$ cat config.mk
export PLATFORM = sky130hd
export DESIGN_NAME = zip_seq
export DESIGN_NICKNAME = d
export VERILOG_FILES = /design/src/rtl/zip_pkg.sv /design/src/rtl/zip_addr_gen.sv /design/src/rtl/zip_elem_conv.sv /design/src/rtl/zip_seq.sv
export SDC_FILE = /design/constraint.sdc
export NUM_CORES = 1
export LEC_CHECK = 0
export BUFFER_PORTS_ARGS = -buffer_cell sky130_fd_sc_hd__buf_4
export CAP_MARGIN = 20
export CORE_AREA = 2 2 132 198
export CTS_CLUSTER_DIAMETER = 50
export DETAILED_ROUTE_END_ITERATION = 8
export DIE_AREA = 0 0 134 200
export SKIP_LAST_GASP = 1
export SLEW_MARGIN = 20
export SYNTH_ARGS = -nofsm -noshare
export SYNTH_HDL_FRONTEND = slang
export SYNTH_SLANG_ARGS = --single-unit
$ cat constraint.sdc
create_clock -name clk -period 8.35 [get_ports clk]
set_input_delay 0.835 -clock clk [delete_from_list [all_inputs] [get_ports clk]]
set_output_delay 0.835 -clock clk [all_outputs]
set_load 0.005 [all_outputs]
$ cat src/rtl/zip_pkg.sv
package zip_pkg;
   typedef enum logic [1:0] {EW8 = 2'd0, EW16 = 2'd1, EW32 = 2'd2, EW64 = 2'd3} ew_e;
   typedef enum logic [1:0] {ST_IDLE = 2'd0, ST_RUN = 2'd1, ST_FIN = 2'd2} seq_st_e;

   // number of bits in an element of the given width code
   function automatic logic [6:0] ew_bits(input logic [1:0] code);
      return 7'd8 << code;
   endfunction
endpackage

$ cat src/rtl/zip_addr_gen.sv
module zip_addr_gen #(
   parameter int AW  = 5,
   parameter int VLW = 5,
   parameter int SVW = 2,
   localparam int LW = VLW + SVW + 4
) (
   input  logic           clk,
   input  logic           rst_n,
   input  logic           load,
   input  logic           step,
   input  logic [1:0]     nways,
   input  logic [VLW-1:0] vl,
   input  logic [SVW-1:0] subvl_m1,
   input  logic           unzip,
   input  logic [AW-1:0]  rt,
   input  logic [AW-1:0]  rc,
   input  logic [AW-1:0]  rb,
   input  logic [AW-1:0]  ra,
   output logic [AW-1:0]  rd_addr,
   output logic [AW-1:0]  wr_addr,
   output logic           last
);
   logic [VLW-1:0] idx_i;
   logic [1:0]     idx_s;
   logic [SVW-1:0] idx_j;
   logic           end_j, end_s, end_i;

   assign end_j = (idx_j == subvl_m1);
   assign end_s = (idx_s == nways - 2'd1);
   assign end_i = (idx_i == VLW'(vl - VLW'(1)));
   assign last  = end_i && end_s && end_j;

   always_ff @(posedge clk) begin
      if (!rst_n || load) begin
         idx_i <= '0;
         idx_s <= '0;
         idx_j <= '0;
      end else if (step) begin
         idx_j <= end_j ? '0 : idx_j + SVW'(1);
         if (end_j) begin
            idx_s <= end_s ? 2'd0 : idx_s + 2'd1;
            if (end_s) idx_i <= idx_i + VLW'(1);
         end
      end
   end

   // stream base: a single stream takes C, otherwise B, C, A in turn
   logic [AW-1:0] base;
   always_comb begin
      unique case (idx_s)
         2'd0:    base = (nways == 2'd1) ? rc : rb;
         2'd1:    base = rc;
         default: base = ra;
      endcase
   end

   logic [LW-1:0] sub_len, grp, lin_seq, lin_str;
   assign sub_len = LW'(subvl_m1) + LW'(1);
   assign grp     = LW'(idx_i) * LW'(nways) + LW'(idx_s);
   assign lin_seq = grp * sub_len + LW'(idx_j);
   assign lin_str = LW'(idx_i) * sub_len + LW'(idx_j);

   logic [AW-1:0] seq_addr, str_addr;
   assign seq_addr = rt + lin_seq[AW-1:0];
   assign str_addr = base + lin_str[AW-1:0];

   assign rd_addr = unzip ? seq_addr : str_addr;
   assign wr_addr = unzip ? str_addr : seq_addr;
endmodule

$ cat src/rtl/zip_elem_conv.sv
module zip_elem_conv
   import zip_pkg::*;
#(
   parameter int XLEN    = 64,
   parameter bit HAS_SAT = 1'b1
) (
   input  logic [XLEN-1:0] src,
   input  logic [1:0]      sew,
   input  logic [1:0]      dew,
   input  logic            sat,
   input  logic            sgn,
   output logic [XLEN-1:0] dst
);
   logic [6:0]      wsrc, wdst;
   logic [XLEN-1:0] mask_s, mask_d, xu, xs;
   logic            narrow, sbit;

   assign wsrc   = ew_bits(sew);
   assign wdst   = ew_bits(dew);
   assign mask_s = {XLEN{1'b1}} >> (7'd64 - wsrc);
   assign mask_d = {XLEN{1'b1}} >> (7'd64 - wdst);
   assign xu     = src & mask_s;
   assign sbit   = src[wsrc - 7'd1];
   assign xs     = sbit ? (xu | ~mask_s) : xu;
   assign narrow = (dew < sew);

   generate
      if (HAS_SAT) begin : g_sat
         logic signed [XLEN-1:0] smax, smin;
         assign smax = signed'(mask_d >> 1);
         assign smin = ~smax;
         always_comb begin
            if (!sat) begin
               dst = xu & mask_d;
            end else if (!sgn) begin
               dst = (narrow && (xu > mask_d)) ? mask_d : xu;
            end else if (narrow && (signed'(xs) > smax)) begin
               dst = mask_d & smax;
            end else if (narrow && (signed'(xs) < smin)) begin
               dst = mask_d & smin;
            end else begin
               dst = mask_d & xs;
            end
         end
      end else begin : g_plain
         logic unused_ok;
         assign unused_ok = sat ^ sgn ^ narrow ^ (|xs);
         assign dst = xu & mask_d;
      end
   endgenerate
endmodule

$ cat src/rtl/zip_seq.sv
module zip_seq
   import zip_pkg::*;
#(
   parameter int NREGS     = 32,
   parameter int XLEN      = 64,
   parameter int MAX_VL    = 16,
   parameter int MAX_SUBVL = 4,
   parameter bit HAS_SAT   = 1'b1,
   localparam int AW  = $clog2(NREGS),
   localparam int VLW = $clog2(MAX_VL + 1),
   localparam int SVW = $clog2(MAX_SUBVL)
) (
   input  logic            clk,
   input  logic            rst_n,
   input  logic            start,
   input  logic            unzip,
   input  logic [AW-1:0]   f_rt,
   input  logic [AW-1:0]   f_rc,
   input  logic [AW-1:0]   f_rb,
   input  logic [AW-1:0]   f_ra,
   input  logic [VLW-1:0]  vl,
   input  logic [SVW-1:0]  subvl_m1,
   input  logic [1:0]      src_ew,
   input  logic [1:0]      dst_ew,
   input  logic            sat_en,
   input  logic            sat_signed,
   output logic [AW-1:0]   rd_addr,
   input  logic [XLEN-1:0] rd_data,
   output logic            wr_en,
   output logic [AW-1:0]   wr_addr,
   output logic [XLEN-1:0] wr_data,
   output logic            busy,
   output logic            done
);
   generate
      if (NREGS != (1 << AW)) begin : g_bad_nregs
         $error("NREGS must be a power of two");
      end
      if (XLEN != 64) begin : g_bad_xlen
         $error("XLEN must be 64 to hold every element width");
      end
      if (MAX_SUBVL < 2 || MAX_SUBVL != (1 << SVW)) begin : g_bad_subvl
         $error("MAX_SUBVL must be a power of two of at least 2");
      end
   endgenerate

   seq_st_e        st;
   logic           unzip_q, sat_q, sgn_q;
   logic [AW-1:0]  rt_q, rc_q, rb_q, ra_q;
   logic [VLW-1:0] vl_q;
   logic [SVW-1:0] sv_q;
   logic [1:0]     sew_q, dew_q, nw_q;
   logic           accept, last;

   assign accept = (st == ST_IDLE) && start;

   always_ff @(posedge clk) begin
      if (!rst_n) begin
         st      <= ST_IDLE;
         unzip_q <= 1'b0;
         sat_q   <= 1'b0;
         sgn_q   <= 1'b0;
         rt_q    <= '0;
         rc_q    <= '0;
         rb_q    <= '0;
         ra_q    <= '0;
         vl_q    <= '0;
         sv_q    <= '0;
         sew_q   <= 2'd0;
         dew_q   <= 2'd0;
         nw_q    <= 2'd1;
      end else begin
         unique case (st)
            ST_IDLE: if (start) begin
               st      <= (vl == '0) ? ST_FIN : ST_RUN;
               unzip_q <= unzip;
               sat_q   <= sat_en;
               sgn_q   <= sat_signed;
               rt_q    <= f_rt;
               rc_q    <= f_rc;
               rb_q    <= f_rb;
               ra_q    <= f_ra;
               vl_q    <= vl;
               sv_q    <= subvl_m1;
               sew_q   <= src_ew;
               dew_q   <= dst_ew;
               nw_q    <= (f_rb == '0) ? 2'd1 : ((f_ra == '0) ? 2'd2 : 2'd3);
            end
            ST_RUN:  if (last) st <= ST_FIN;
            default: st <= ST_IDLE;
         endcase
      end
   end

   assign busy  = (st == ST_RUN);
   assign done  = (st == ST_FIN);
   assign wr_en = busy;

   zip_addr_gen #(.AW(AW), .VLW(VLW), .SVW(SVW)) u_addr (
      .clk      (clk),
      .rst_n    (rst_n),
      .load     (accept),
      .step     (busy),
      .nways    (nw_q),
      .vl       (vl_q),
      .subvl_m1 (sv_q),
      .unzip    (unzip_q),
      .rt       (rt_q),
      .rc       (rc_q),
      .rb       (rb_q),
      .ra       (ra_q),
      .rd_addr  (rd_addr),
      .wr_addr  (wr_addr),
      .last     (last)
   );

   zip_elem_conv #(.XLEN(XLEN), .HAS_SAT(HAS_SAT)) u_conv (
      .src (rd_data),
      .sew (sew_q),
      .dew (dew_q),
      .sat (sat_q),
      .sgn (sgn_q),
      .dst (wr_data)
   );
endmodule

==> results.cfg <==
[status]
status = complete, no violations

[clocking]
htreeDepth = 2
cts_setup_buffers = 0
ctsLongestPathBuffers = 2
clk_pin_slew_ns = 0.07
root_buffer = clkbuf_16
hold_buffers = 0
cts_resized = 0
clock-sinks = 47
clkLatencyLatePin_ns = 0.30
cts_buffers = 5
cts_tree = built

[routing]
wl_um = 33290
initialDrtViolationCount = 376
avgRoutedWirePerCell_um = 17.12
detail-route-antenna-nets = 0
first_pass_iters = 7
drcViolationCount = 0
avgViaCountPerCell = 5.481
vias = 10660

[power]
p_leak_nw = 6.659
p_per_area_nw_per_um2 = 83.13
vdd_ir_drop_max_mv = 0.1017

[synth]
synth_edf_count = 0
yosys-top-cells-area = ha_1, dfxtp_1, nand2_1
synthArstFlopShare = 0
yosys_most_used_dff = dfxtp_1
synth_cell_type_count = 73
yosysTopAreaCellShare = 0.3186
ys_warn_count = 0
ys_ff_latch = 47
avgSynthCellArea_sq_um = 7.558
ys_seq_area_frac = 0.08497
synth_cells = 1465
yosysTopAreaCell = ha_1
syn_area_sq_um = 11070

[die]
die_h_um = 200
fp.dieArea_sq_um = 26800
coreArea_sq_um = 24960
fp-row-count = 71
start_util = 0.4436
ioPinCount = 178
fp.dieW_um = 134

[worst_setup_path]
r2r_slack_ns = 6.25
arrival_ns = 5.99
path_class = flip-flop to output port
r2r-start = sv_q[0]
cpLargestDelayFamily = simple AND/OR/NAND/NOR gates
path_buf_inv = 5
slowest_stage = a22oi_2
r2r.worst_path.cells = 7
required_ns = 7.52
cp_common_cell = buf_4
crit_path_max_fanout = 35
start_kind = flip-flop
crit_start = sew_q[0]
crit_end = wr_data[39]
cp.depth = 17
critPathMaxStageDelay_ns = 0.73
worstReg2RegEnd = u_addr.idx_i[3]
worstPathCellList = buf_4 > inv_1 > a22oi_2 > buf_4 > nand2b_1 > ha_1 > nor4_1 > nand4_1 > a21oi_1 > nor4_1 > o21ai_1 > or3b_1 > and2_2 > buf_4 > nand2_1 > a221oi_2 > buf_4
critPathCaptureType = output port

[timing]
finalSetupViolCount = 0
rsz0062_at_grt = false
fin_hold_ws_ns = 0.4651
post-route-period-util = 0.8168
hold_viol = 0
tns_ns = 0
finalClockSkew_ns = 0.01148
relSlewSlack = 0.3887
worst_pin_slew_ns = 0.9170
slew_violations = 0
max_freq_mhz = 146.6
fin_crit_ns = 6.820

[global_routing]
grt_pass1_wl_um = 53560
grt_pass1_vias = 10660
grt_max_degree = 47
grt_overflow = 0
grt.total_usage = 0.2467
antenna_found_initial = 1

[placement]
port_buffers = 177
place_congestion = 0.8997
dp.cells = 1935
dpl_cell_area_sq_um = 12750
dpl.hpwl_um = 26760

[layout]
final_cell_mix = ha_1, nand2_1, buf_4
fin_cells = 1944
final_util = 0.5171
fillers = 2566
nNetsFinal = 2013
multi_input_area_sq_um = 9589
stdcell_area_sq_um = 12910
area_delta_synth_final_pct = 16.58
final_common_cell = ha_1
drive_above_1_share = 0.1610
register_area_sq_um = 943.4

[job]
cap_viol_max_count = 0

[hold_path]
hold_path_class = flip-flop to flip-flop
==> power breakdown <==
group | internal [mW] | leakage (nW) | switching, mW
sequential | 0.236 | 0.385 | 0.0188
clock | 0.116 | 0.0767 | 0.101
combinational | 0.246 | 6.20 | 0.356
==> state kept, by name (all words and copies together) (netlist names), 5 cells and up <==
| signal | flops |
|---|---|
| ra_q | 5 |
| rb_q | 5 |
| rc_q | 5 |
| rt_q | 5 |
| u_addr.idx_i | 5 |
| vl_q | 5 |
==> how the worst min path moves through the flow <==
stage	startpoint	endpoint	slack [ns]	cells after the start
after floorplan	st[1]	st[1]	0.43	1
after global placement	rb_q[1]	rb_q[1]	0.45	2
after detailed placement	rb_q[1]	rb_q[1]	0.46	2
after CTS	rb_q[1]	rb_q[1]	0.47	2
after global routing	rb_q[1]	rb_q[1]	0.49	2
final	rb_q[4]	rb_q[4]	0.47	2
==> worst min-delay path, cell delays in order, from the launching register on <==
cell	delay [ns]
dfxtp_1	0.31
nand2_1	0.05
a21boi_0	0.06
==> routing by layer <==
| metal | vias up | part of all wire | global-route usage |
|---|---|---|---|
| met4 | 0 | 0.044 | 0.1064 |
| met3 | 68 | 0.033 | 0.01843 |
| met2 | 217 | 0.53 | 0.4841 |
| met5 | - | 0 | 0 |
| met1 | 4952 | 0.40 | 0.2688 |
| li1 | 5419 | - | - |
==> Yosys cell counts, drive strengths merged (26+ instances only) <==
library cell / number
dfxtp: 47
inv: 85
and3: 33
nor2: 115
a221oi: 35
nand2b: 45
a21oi: 107
clkbuf: 60
nand2: 233
o21ai: 41
ha: 282
nand4: 26
a21boi: 38
==> cell families (layout without fill, tap and decap cells) <==
logic type                 after synthesis  after routing  share of synthesized area
other                                    2             32                  0.0006782
xor gates and xnor gates                34             34                    0.02689
and+or+nand+nor                        561            561                     0.2377
muxes                                   16             16                    0.01638
adders and majority gates              298            298                     0.3476
AOI/OAI and AO/OA                      337            337                     0.2234
DFF                                     47             47                    0.08497
buffers and inverters                  170            291                    0.06237
==> final cells by class <==
cell class,count,share of cell area
clock inverters,3,0.002229
repair buffers,197,0.1152
multi-input cells,1277,0.7429
well taps,328,0.03179
diodes,1,0.0001939
clock buffers,5,0.009693
inverters,86,0.02501
flip-flops and latches,47,0.07308
==> metrics by stage <==
stage	worst slack, ns	total power [mW]
floorplan	1.966	0.6592
global placement	1.716	0.8512
detailed placement	1.536	0.8598
CTS	1.505	1.078
global route	1.076	1.164
finish	1.530	1.073
Power figures use the tool's default switching activity.
